## src/rtl/gpio_pkg.sv

```systemverilog
package gpio_pkg;
  // Register selection codes carried on addr[4:2]
  localparam int unsigned SEL_LEVEL  = 0;
  localparam int unsigned SEL_DIR    = 1;
  localparam int unsigned SEL_BLINK  = 2;
  localparam int unsigned SEL_INV    = 3;
  localparam int unsigned SEL_SENSE  = 4;
endpackage

```

## src/rtl/gpio_in_sync.sv

```systemverilog
module gpio_in_sync #(
  parameter int unsigned WIDTH = 32
) (
  input  logic             clk,
  input  logic             rst_n,
  input  logic [WIDTH-1:0] raw_i,
  output logic [WIDTH-1:0] sync_o
);
  logic [WIDTH-1:0] meta_q, meta_d;
  logic [WIDTH-1:0] stab_q, stab_d;

  always_comb begin
    meta_d = raw_i;
    stab_d = meta_q;
  end

  always_ff @(posedge clk or negedge rst_n) begin
    if (!rst_n) begin
      meta_q <= '0;
      stab_q <= '0;
    end else begin
      meta_q <= meta_d;
      stab_q <= stab_d;
    end
  end

  assign sync_o = stab_q;
endmodule

```

## src/rtl/gpio_blink_gen.sv

```systemverilog
module gpio_blink_gen #(
  parameter int unsigned HALF_CYCLES = 12_500_000
) (
  input  logic clk,
  input  logic rst_n,
  output logic phase_o
);
  localparam int unsigned CW = (HALF_CYCLES > 1) ? $clog2(HALF_CYCLES) : 1;
  localparam logic [CW-1:0] LAST = CW'(HALF_CYCLES - 1);

  logic [CW-1:0] cnt_q, cnt_d;
  logic          phase_q, phase_d;
  logic          wrap;

  always_comb begin
    wrap    = (cnt_q == LAST);
    cnt_d   = wrap ? '0 : cnt_q + CW'(1);
    phase_d = wrap ? ~phase_q : phase_q;
  end

  always_ff @(posedge clk or negedge rst_n) begin
    if (!rst_n) begin
      cnt_q   <= '0;
      phase_q <= 1'b0;
    end else begin
      cnt_q   <= cnt_d;
      phase_q <= phase_d;
    end
  end

  assign phase_o = phase_q;


  cnt_range_chk: assert property (@(posedge clk) disable iff (!rst_n)
    cnt_q <= LAST);

  wrap_toggle_chk: assert property (@(posedge clk) disable iff (!rst_n)
    !$stable(phase_q) |-> $past(cnt_q) == LAST);
endmodule

```

## src/rtl/gpio_port_regs.sv

```systemverilog
module gpio_port_regs
  import gpio_pkg::*;
#(
  parameter int unsigned           WIDTH = 32,
  parameter int unsigned           SEL_W = 3,
  parameter logic [WIDTH-1:0]      USED  = '1
) (
  input  logic             clk,
  input  logic             rst_n,
  input  logic             wr_en,
  input  logic [SEL_W-1:0] sel,
  input  logic [WIDTH-1:0] wdata,
  input  logic [WIDTH-1:0] sense_i,
  output logic [WIDTH-1:0] level_o,
  output logic [WIDTH-1:0] dir_o,
  output logic [WIDTH-1:0] blink_o,
  output logic [WIDTH-1:0] inv_o,
  output logic [WIDTH-1:0] rdata
);
  logic [WIDTH-1:0] level_q, level_d;
  logic [WIDTH-1:0] dir_q,   dir_d;
  logic [WIDTH-1:0] blink_q, blink_d;
  logic [WIDTH-1:0] inv_q,   inv_d;
  logic             en_level, en_dir, en_blink, en_inv;
  logic [WIDTH-1:0] wmask;

  always_comb begin
    wmask    = wdata & USED;
    en_level = wr_en && (sel == SEL_W'(SEL_LEVEL));
    en_dir   = wr_en && (sel == SEL_W'(SEL_DIR));
    en_blink = wr_en && (sel == SEL_W'(SEL_BLINK));
    en_inv   = wr_en && (sel == SEL_W'(SEL_INV));
    level_d  = wmask;
    dir_d    = wmask;
    blink_d  = wmask;
    inv_d    = wmask;
  end

  always_ff @(posedge clk or negedge rst_n) begin
    if (!rst_n) begin
      level_q <= '0;
      dir_q   <= USED;
      blink_q <= '0;
      inv_q   <= '0;
    end else begin
      if (en_level) level_q <= level_d;
      if (en_dir)   dir_q   <= dir_d;
      if (en_blink) blink_q <= blink_d;
      if (en_inv)   inv_q   <= inv_d;
    end
  end

  always_comb begin
    case (sel)
      SEL_W'(SEL_LEVEL): rdata = level_q;
      SEL_W'(SEL_DIR):   rdata = dir_q;
      SEL_W'(SEL_BLINK): rdata = blink_q;
      SEL_W'(SEL_INV):   rdata = inv_q;
      SEL_W'(SEL_SENSE): rdata = sense_i;
      default:           rdata = '0;
    endcase
  end

  assign level_o = level_q;
  assign dir_o   = dir_q;
  assign blink_o = blink_q;
  assign inv_o   = inv_q;


  level_write_chk: assert property (@(posedge clk) disable iff (!rst_n)
    en_level |=> level_q == $past(wdata & USED));

  ro_write_ignored_chk: assert property (@(posedge clk) disable iff (!rst_n)
    (wr_en && sel >= SEL_W'(SEL_SENSE)) |=>
      ($stable(level_q) && $stable(dir_q) && $stable(blink_q) && $stable(inv_q)));
endmodule

```

## src/rtl/gpio_blink_port.sv

```systemverilog
module gpio_blink_port #(
  parameter int unsigned      WIDTH       = 32,
  parameter int unsigned      ADDR_W      = 5,
  parameter int unsigned      HALF_CYCLES = 12_500_000,
  parameter logic [WIDTH-1:0] USED_MASK   = '1
) (
  input  logic              clk,
  input  logic              rst_n,
  input  logic              wr_en,
  input  logic [ADDR_W-1:0] addr,
  input  logic [WIDTH-1:0]  wdata,
  output logic [WIDTH-1:0]  rdata,
  input  logic [WIDTH-1:0]  pad_in,
  output logic [WIDTH-1:0]  pad_out,
  output logic [WIDTH-1:0]  pad_oe
);
  localparam int unsigned SEL_W = ADDR_W - 2;

  logic [SEL_W-1:0] sel;
  logic [1:0]       unused_byte_lane;
  logic [WIDTH-1:0] pad_sync, sense;
  logic [WIDTH-1:0] level, dir, blink, inv;
  logic             phase;

  assign sel              = addr[ADDR_W-1:2];
  assign unused_byte_lane = addr[1:0];

  gpio_in_sync #(.WIDTH(WIDTH)) u_sync (
    .clk    (clk),
    .rst_n  (rst_n),
    .raw_i  (pad_in),
    .sync_o (pad_sync)
  );

  assign sense = (pad_sync ^ inv) & USED_MASK;

  gpio_port_regs #(.WIDTH(WIDTH), .SEL_W(SEL_W), .USED(USED_MASK)) u_regs (
    .clk     (clk),
    .rst_n   (rst_n),
    .wr_en   (wr_en),
    .sel     (sel),
    .wdata   (wdata),
    .sense_i (sense),
    .level_o (level),
    .dir_o   (dir),
    .blink_o (blink),
    .inv_o   (inv),
    .rdata   (rdata)
  );

  gpio_blink_gen #(.HALF_CYCLES(HALF_CYCLES)) u_blink (
    .clk     (clk),
    .rst_n   (rst_n),
    .phase_o (phase)
  );

  for (genvar i = 0; i < WIDTH; i++) begin : g_pin
    assign pad_out[i] = blink[i] ? phase : level[i];
    assign pad_oe[i]  = ~dir[i];
  end


  unused_parked_chk: assert property (@(posedge clk) disable iff (!rst_n)
    ((pad_oe & ~USED_MASK) == ~USED_MASK) && ((pad_out & ~USED_MASK) == '0));
endmodule

```

## config.mk

```make
export PLATFORM = sky130hd
export DESIGN_NAME = gpio_blink_port
export DESIGN_NICKNAME = d
export VERILOG_FILES = /design/src/rtl/gpio_pkg.sv /design/src/rtl/gpio_in_sync.sv /design/src/rtl/gpio_blink_gen.sv /design/src/rtl/gpio_port_regs.sv /design/src/rtl/gpio_blink_port.sv
export SDC_FILE = /design/constraint.sdc
export NUM_CORES = 1
export LEC_CHECK = 0
export CAP_MARGIN = 20
export CELL_PAD_IN_SITES_DETAIL_PLACEMENT = 0
export CELL_PAD_IN_SITES_GLOBAL_PLACEMENT = 1
export CORE_MARGIN = 2
export CORE_UTILIZATION = 45
export DETAILED_ROUTE_END_ITERATION = 8
export PLACE_DENSITY = 0.94
export SLEW_MARGIN = 20
export SYNTH_ARGS = -nofsm -noshare
export SYNTH_HDL_FRONTEND = slang
export SYNTH_SLANG_ARGS = --single-unit
```

## constraint.sdc

```tcl
create_clock -name clk -period 4.3 [get_ports clk]
set_input_delay 1.075 -clock clk [delete_from_list [all_inputs] [get_ports clk]]
set_output_delay 1.075 -clock clk [all_outputs]
set_load 0.1 [all_outputs]
```

# --- Word level (Yosys, flattened, before mapping) ---
# Cells that the tools add are included.
totals:
  register_bits: 217
  input_bits: 72
  out_inout_bits: 96
  elab_cells: 87
op_classes:
  addsub: 1
  eq_ne: 5
  n_mux: 34
  bitwise_logic: 34
  reduce_logical: 5
ops:
  columns: ["cell", "n"]
  rows:
  - ["case mux 32 bit (5 select lines)", 1]
  - ["inverter 1 bit", 33]
  - ["2-to-1 mux 1 bit", 32]
  - ["XOR 32 bit", 1]
  - ["adder 24 x 1 -> 24 bit, second input constant", 1]
  - ["== test 24 bit, second input constant", 1]
  - ["2-to-1 mux 24 bit", 1]
  - ["== test 3 x 2 -> 1 bit, second input constant", 2]
  - ["logical AND 1 bit", 4]
  - ["== test 3 x 1 -> 1 bit, second input constant", 1]
  - ["== test 3 bit, second input constant", 1]
  - ["zero test 3 bit", 1]

# --- Longest topological paths before layout ---
# Gate-level depths: netlist of the first run.
depth:
  word_depth: 2
  ltp_mapped: 7
  ltp_nobuf: 5

# --- Cells and area by module ---
# Synthesis of the first run repeated with hierarchy kept, for this count alone.
unflattened:
  hier_cells: 674
  hier_area_um2: 9472.8
by_module_without_submodules:
  columns: ["mod", "n_inst", "cells_per_inst", "area_per_inst_um2", "seq_area_each_um2"]
  rows:
  - ["gpio_port_regs", 1, 396, 5870.6, 3243.1]
  - ["gpio_in_sync", 1, 64, 1601.5, 1601.5]
  - ["gpio_blink_gen", 1, 115, 1224.9, 625.6]
  - ["gpio_blink_port", 1, 99, 775.7, 0.0]

# --- Least setup slack after synthesis of the first run ---
# No wires, ideal clock.
synth_timing:
  path_type: "in2out"
  start: "in addr[3]"
  end: "out rdata[0]"
  t_arrival_ns: 3.483
  required_time_ns: 3.225
  setup_slack_ns: -0.258
  cell_stages: 5
  n_path_buf: 3
  path_cell_list: "buf_2 -> or3b_1 -> clkbuf_1 -> clkbuf_1 -> o221ai_1"
synth_between:
  elab_chain_len: 2
  elab_cells_between_ends: 6
  cone_classes: "eq/ne (4); mux (1); reduce/logical (1)"
synth_rtl:
  columns: ["item", "line", "text"]
  rows:
  - ["from (decl)", "gpio_blink_port.sv:10", "input logic [ADDR_W-1:0] addr,"]
  - ["== test 3 bit (tied with other cells)", "gpio_port_regs.sv:54", "case (sel)"]
  - ["case mux 32 bit (5 select lines) (*)", "gpio_port_regs.sv:54", null]
  - ["to (decl)", "gpio_blink_port.sv:12", "output logic [WIDTH-1:0] rdata,"]
# Mark *: on every way between the ends. The rest lies on a longest branch, timed or not.

# --- Worst setup path in the final report of the first run ---
layout_timing:
  start: "in addr[3]"
  end: "out rdata[21]"
# Same word-level chain as after synthesis.

==> results.txt, run 1 <==
Status: complete, no violations
CP endpoint kind: output port
CP Data Arrival Time: 3.03 ns
CTS clock-pin slew for the worst setup and hold paths: 0.06 ns
Min Hold Slack: 0.3449 ns
Clock buffer depth: 3
Max transition margin: 31.26%
Pwr/cell area: 571.3 nW/µm²
Register bit total from synthesis: 217
1st-pass router iterations: 5
Site Rows: 52
Global route overflow: 0
Fin crit share: 95.36%
Met3 routed WL: 1.057 mm
Pleak: 5.288 nW
Number of levels in the clock H-tree: 1
Setup bufs post-CTS: 0
Complex-gate fraction of the synthesized area: 8.751%
CP Max Fanout: 51
Largest net degree at the start of global routing: 102
Core Region: 20,300 µm²
Vias: 6,619
Root Driver: clkbuf_16
DR WL met2: 11.53 mm
Reg-to-reg critical path startpoint: u_blink.cnt_q[5]
Cell variety after synth: 39
Hold endpoint: u_sync.sync_o[25]
Number of flops mapped to enable cells by yosys: 0
RSZ-0062 raised after global routing: false
WL final: 23.24 mm
Final Slew Violations: 0
Setup CP Type: in -> out
Final setup viols: 0
Async set-reset flop share out of synthesis: 100.0%
Main combinational cell family by area after synthesis: multiplexers
RR Endpoint: u_blink.cnt_q[23]
Yosys warns: 0
Area of the mapped netlist: 9323 µm²
Most common flop cell mapped by yosys: dfrtp_1
Synth top cells by count: dfrtp_1 (185), mux2_1 (75), mux2_2 (63), nand2_1 (53), o21ai_1 (53)
Initial DRC count: 277
Clock latency on the worst-skew pair: 0.51 ns
Antenna violation net count after detailed routing: 0
Final total power: 7.086 mW
Reg-to-reg slack, setup: 2.29 ns
Fillers: 1,602
DRC viols: 0
DP HPWL: 14.86 mm
Max-Cap Viols: 0
Setup WS pre-CTS: 0.2162 ns
Final instance area: 12,400 µm²
Post-Syn Nets: 839
Final Core Density: 61.11%
Hold buffer count at cts: 0
Metal-1 WL: 9.969 mm
Synth area leaders: dfrtp_1 (50%), mux2_1 (9.1%), dfstp_2 (9.0%)
DIE WIDTH: 147.9 µm
CP Launch Type: primary input
CP Launch Point: addr[3]
Final hold vios: 0
Initial antenna violation count: 2
Placed insts: 1,178
Worst Hold Path Cells: 0
Max Used Layer: met4
Most numerous cell in the Yosys netlist: dfrtp_1
TNS Setup: 0 ns
Peak VDD IR: 466.5 µV
Sequential-to-total area share from yosys stat: 58.68%
Simple-gate share of the synthesized area: 9.757%
First-pass GRT wire length: 37.18 mm
Via/cell ratio: 5.399
Worst Path Required: 3.22 ns
Vias in the first global route: 6,867
Synthesized instance count: 766
Synth Area in XOR/XNOR: 2.161%
Die ar.: 21,880 µm²
Routability cong.: 0.7480
Post-Synth Adder-Cell Area: 0.1342%
Boundary pin count: 168
Port bufs: 165
Minimum clock period: 4.101 ns
Nets: 1,008
Cts bufs inserted: 25
Effective utilization at floorplan: 45.93%
Non-filler cells in the finished layout: 1,226
Share of cells above drive strength 1: 24.21%
R2R cell count: 4
Total track usage: 21.52%
Post-DR wirelength/cell: 18.96 µm
Hold Path Class: reg -> reg
Area delta synth->final: 33.06%
CTS sink count: 217
Setup Skew: 0.006384 ns
Largest area contributor in the netlist: dfrtp_1
# resized after CTS: 0
Post-synthesis mux area share: 16.67%
Least-Margin Pin Slew: 1.028 ns
Die height: 147.9 µm
Top achievable clock speed: 243.9 MHz
Placed cell area: 11,600 µm²
Startpoint of the worst hold path: u_sync.meta_q[25]
Final WS setup: 0.1994 ns
Syn_area_per_cell: 12.17 µm²
CTS tree: yes
Synth top area share: 49.66%
## layout make-up
cell class,count,area (µm²),share of cell area [%]
diodes,2,5.005,0.04035
flip-flops and latches,217,5470,44.10
inverters,35,131.4,1.059
multi-input cells,468,3518,28.36
clock buffers,42,769.5,6.203
clock inverters,4,27.53,0.2219
repair buffers,188,2145,17.29
well taps,270,337.8,2.723
## metal layers
layer,up-vias,global-route usage [%]
met1,3352,29.06
met5,-,0
met4,0,6.524
li1,3053,-
met2,172,36.16
met3,42,3.333
## how the worst max path moves through the flow
stage	to	depth (start not counted)
after floorplan	rdata[0]	5
after global placement	rdata[15]	5
after detailed placement	rdata[25]	7
after CTS	rdata[21]	7
after global routing	rdata[15]	5
final	rdata[21]	7
## power by group
group	internal, mW	total, mW	switching [mW]	leakage (nW)
registers	2.38	2.59	0.202	2.57
clock network	1.21	2.02	0.802	0.393
logic	0.740	2.49	1.75	2.33
total	4.34	7.09	2.75	5.29
## logic make-up (layout without fill, tap and decap cells)
kind of cell               after synthesis  after routing
other                                    0              2
and+or+nand+nor                        168            168
xor gates and xnor gates                23             23
muxes                                  138            138
buffers and inverters                   81            269
AOI/OAI and AO/OA                      138            138
adders and majority gates                1              1
DFF                                    217            217
## layout by cell type, fill, tap and decap left out, types with 8 or more instances in the layout
master / instances
clkbuf_16: 25
clkbuf_8: 8
clkbuf_1: 9
buf_12: 38
a21oi_1: 33
a22oi_1: 31
nand2_1: 52
buf_4: 49
nand3_1: 27
mux2_2: 63
inv_1: 35
nor2_1: 29
nor3b_1: 22
xnor2_1: 16
o21ai_1: 53
mux2_1: 75
dfstp_2: 32
clkdlybuf4s50_1: 100
dfrtp_1: 185
o221ai_1: 10
## registers in the layout, summed over array words and instances (netlist names)
signal	count
u_blink.phase_o	1
u_regs.inv_o	32
u_regs.level_o	32
u_regs.blink_o	32
u_regs.dir_o	32
u_blink.cnt_q	24
u_sync.sync_o	32
u_sync.meta_q	32
## worst max-delay path: stages
cell and delay, ns:
clkdlybuf4s50_1 0.48, or3b_2 0.57, buf_12 0.24, nor3b_1 0.24, a21oi_1 0.07, nand3_1 0.14, buf_12 0.20
(Power assumes the default switching activity.)
==> run 2, diff against run 1 <==
--- a/config.mk
+++ b/config.mk
@@ -11,6 +11,7 @@
 export CORE_MARGIN = 2
 export CORE_UTILIZATION = 45
 export DETAILED_ROUTE_END_ITERATION = 8
+export GPL_ROUTABILITY_DRIVEN = 1
 export PLACE_DENSITY = 0.94
 export SLEW_MARGIN = 20
 export SYNTH_ARGS = -nofsm -noshare
==> results of run 2 <==
No change in the layout: final DEF, timing and power equal those of run 1.
==> run 3, diff against run 2 <==
--- a/config.mk
+++ b/config.mk
@@ -8,12 +8,14 @@
 export CAP_MARGIN = 20
 export CELL_PAD_IN_SITES_DETAIL_PLACEMENT = 0
 export CELL_PAD_IN_SITES_GLOBAL_PLACEMENT = 1
+export CORE_ASPECT_RATIO = 1.25
 export CORE_MARGIN = 2
 export CORE_UTILIZATION = 45
 export DETAILED_ROUTE_END_ITERATION = 8
 export GPL_ROUTABILITY_DRIVEN = 1
-export PLACE_DENSITY = 0.94
+export PLACE_DENSITY = 0.92
 export SLEW_MARGIN = 20
 export SYNTH_ARGS = -nofsm -noshare
 export SYNTH_HDL_FRONTEND = slang
+export SYNTH_HIERARCHICAL = 1
 export SYNTH_SLANG_ARGS = --single-unit
==> run 3 against run 2 <==
Against the previous run:
- first-iteration DRC count up 2.9%
- combinational power up 8.0%
- largest cell class unchanged
- clock power about the same
- sequential share of layout area down 0.41 points
- setup slack worse by 0.11 ns
- sequential power about the same
- sequential cell count unchanged
- synthesized cell count down 12%
- hold slack worse by 0.0080 ns
- area after synthesis up 1.6%
- critical path depth down 3
==> results.txt, run 3 <==
Port bufs: 165 (unchanged)
Number of levels in the clock H-tree: 1 (unchanged)
Synth top area share: 48.87% (was 49.66%)
First-pass GRT wire length: 35.31 mm (was 37.18 mm)
Register bit total from synthesis: 217 (unchanged)
Least-Margin Pin Slew: 1.037 ns (was 1.028 ns)
Initial DRC count: 285 (was 277)
Post-DR wirelength/cell: 19.57 µm (was 18.96 µm)
CTS sink count: 217 (unchanged)
Root Driver: clkbuf_16 (unchanged)
TNS Setup: 0 ns (unchanged)
Post-Syn Nets: 747 (was 839)
Simple-gate share of the synthesized area: 4.649% (was 9.757%)
CP Max Fanout: 31 (was 51)
Setup Skew: 0.01633 ns (was 0.006384 ns)
Switching part of the total: 38.52% (was 38.81%)
Vias: 6,080 (was 6,619)
Setup CP Type: in -> out (unchanged)
CTS clock-pin slew for the worst setup and hold paths: 0.06 ns (about the same)
DRC viols: 0 (unchanged)
Hold Path Class: reg -> reg (unchanged)
Core Region: 20,740 µm² (was 20,300 µm²)
Effective utilization at floorplan: 45.67% (was 45.93%)
Clock buffer depth: 3 (unchanged)
WL final: 22.25 mm (was 23.24 mm)
Async set-reset flop share out of synthesis: 100.0% (unchanged)
Cell variety after synth: 45 (was 39)
Via/cell ratio: 5.347 (was 5.399)
Sequential-to-total area share from yosys stat: 57.75% (was 58.68%)
Clock Power Share: 27.5% (was 28.4%)
Final setup viols: 0 (unchanged)
Post-Synth Adder-Cell Area: 0.1321% (was 0.1342%)
P_int: 4.494 mW (was 4.336 mW)
CP endpoint kind: output port (unchanged)
RSZ-0062 raised after global routing: false (unchanged)
Complex-gate fraction of the synthesized area: 7.357% (was 8.751%)
Antenna violation net count after detailed routing: 0 (unchanged)
CTS tree: yes (unchanged)
Area of the mapped netlist: 9473 µm² (was 9323 µm²)
DIE WIDTH: 133.8 µm (was 147.9 µm)
Die ar.: 22,230 µm² (was 21,880 µm²)
DP HPWL: 14.42 mm (was 14.86 mm)
Peak VDD IR: 298.3 µV (was 466.5 µV)
Comb pwr share: 36.7% (was 35.1%)
Routability cong.: 0.7754 (was 0.7480)
Global route overflow: 0 (unchanged)
Synth area leaders: dfrtp_1 (49%), mux2_2 (18%), dfstp_2 (8.9%) (was dfrtp_1 (50%), mux2_1 (9.1%), dfstp_2 (9.0%))
CP Data Arrival Time: 3.14 ns (was 3.03 ns)
Synthesized instance count: 674 (was 766)
Seq pwr share: 35.8% (was 36.5%)
Worst Path Required: 3.22 ns (about the same)
Share of cells above drive strength 1: 37.24% (was 24.21%)
Fillers: 1,605 (was 1,602)
Setup bufs post-CTS: 0 (unchanged)
Final Slew Violations: 0 (unchanged)
Synth top cells by count: dfrtp_1 (185), mux2_2 (152), xor2_1 (37), inv_1 (35) (was dfrtp_1 (185), mux2_1 (75), mux2_2 (63), nand2_1 (53), o21ai_1 (53))
Initial antenna violation count: 1 (was 2)
Largest area contributor in the netlist: dfrtp_1 (unchanged)
Commonest non-fill, non-tap cells in the layout: dfrtp_1 (185), mux2_2 (152), clkdlybuf4s50_1 (99) (was dfrtp_1 (185), clkdlybuf4s50_1 (100), mux2_1 (75))
Vias in the first global route: 6,374 (was 6,867)
Final hold vios: 0 (unchanged)
Post-synthesis mux area share: 22.40% (was 16.67%)
Most numerous cell in the Yosys netlist: dfrtp_1 (unchanged)
Die height: 166.2 µm (was 147.9 µm)
Pleak: 5.447 nW (was 5.288 nW)
Site Rows: 59 (was 52)
Status: complete, no violations (unchanged)
Number of flops mapped to enable cells by yosys: 0 (unchanged)
Nets: 919 (was 1,008)
Most common flop cell mapped by yosys: dfrtp_1 (unchanged)
Setup WS pre-CTS: 0.1090 ns (was 0.2162 ns)
Max transition margin: 30.65% (was 31.26%)
Boundary pin count: 168 (unchanged)
Fin crit share: 98.01% (was 95.36%)
Cts bufs inserted: 22 (was 25)
Hold buffer count at cts: 0 (unchanged)
Minimum clock period: 4.214 ns (was 4.101 ns)
Total track usage: 20.04% (was 21.52%)
Top achievable clock speed: 237.3 MHz (was 243.9 MHz)
1st-pass router iterations: 4 (was 5)
Pwr/cell area: 583.8 nW/µm² (was 571.3 nW/µm²)
Net load switching power: 2.816 mW (was 2.750 mW)
Syn_area_per_cell: 14.05 µm² (was 12.17 µm²)
# resized after CTS: 0 (unchanged)
Main combinational cell family by area after synthesis: multiplexers (unchanged)
CP Launch Type: primary input (unchanged)
Area delta synth->final: 32.19% (was 33.06%)
Synth Area in XOR/XNOR: 4.161% (was 2.161%)
Largest net degree at the start of global routing: 99 (was 102)
Clock latency on the worst-skew pair: 0.51 ns (about the same)
Most common cell after layout, fill and taps aside: dfrtp_1 (unchanged)
Final WS setup: 0.08576 ns (was 0.1994 ns)
Yosys warns: 6 (was 0)
Max-Cap Viols: 0 (unchanged)
[run 3: logic make-up after synthesis]
| kind of cell | count (synthesis) |
|---|---|
| buffers and inverters | 72 |
| muxes | 192 |
| xor gates and xnor gates | 45 |
| DFF | 217 |
| AOI/OAI and AO/OA | 83 |
| and+or+nand+nor | 64 |
| adders and majority gates | 1 |
[run 3: worst paths after layout]
kind	end	cells after the start	start	slack (ns)
max in group asynchronous	u_regs/dir_o[2]	2	rst_n	2.68
min reg2reg	u_sync/sync_o[24]	0	u_sync/meta_q[24]	0.34
min in group asynchronous	u_sync/meta_q[4]	1	rst_n	0.59
max	rdata[5]	4	addr[4]	0.09
min	u_sync/sync_o[24]	0	u_sync/meta_q[24]	0.34
max reg2reg	u_blink/phase_o	5	u_blink/cnt_q[0]	2.34
[run 3: cell type report]
type	count	area [µm²]	area share [%]
flip-flops and latches	217	5470	43.69
multi-input cells	385	3709	29.62
repair buffers	185	2092	16.71
clock buffers	32	659.4	5.266
well taps	274	342.8	2.738
inverters	35	131.4	1.049
clock inverters	8	115.1	0.9193
diodes	1	2.502	0.01998
[run 3: critical path: stages]
cell and delay [ns]:
clkdlybuf4s50_1 0.60, nor2_4 0.87, a221o_1 0.38, buf_12 0.20
[run 3: power groups by stage]
stage               Sequential [mW]  Combinational (mW)  Clock [mW]
global route                   2.66                2.78        2.14
detailed placement             2.65                2.69           0
global placement               2.63                2.67           0
finish                         2.61                2.69        2.01
floorplan                      2.59                1.98           0
CTS                            2.62                2.70        2.05
[run 3: per-layer routing]
metal	vias up	GRT usage [%]	wire (µm)
met1	3086	26.46	9431
li1	2792	-	-
met2	168	34.09	11250
met3	34	2.595	965
met5	-	0	0
met4	0	6.799	606
[run 3: metrics by stage]
stage	util, %	cells	hold slack (ns)	power (mW)	cell area, µm²
after floorplan	-	674	0.3312	4.571	9473
after global placement	56.61	1096	0.3313	5.301	11740
after detailed placement	56.61	1096	0.3347	5.342	11740
after CTS	60.34	1136	0.3479	7.369	12520
after global routing	60.37	1137	0.3511	7.574	12520
final	60.37	1137	0.3370	7.311	12520
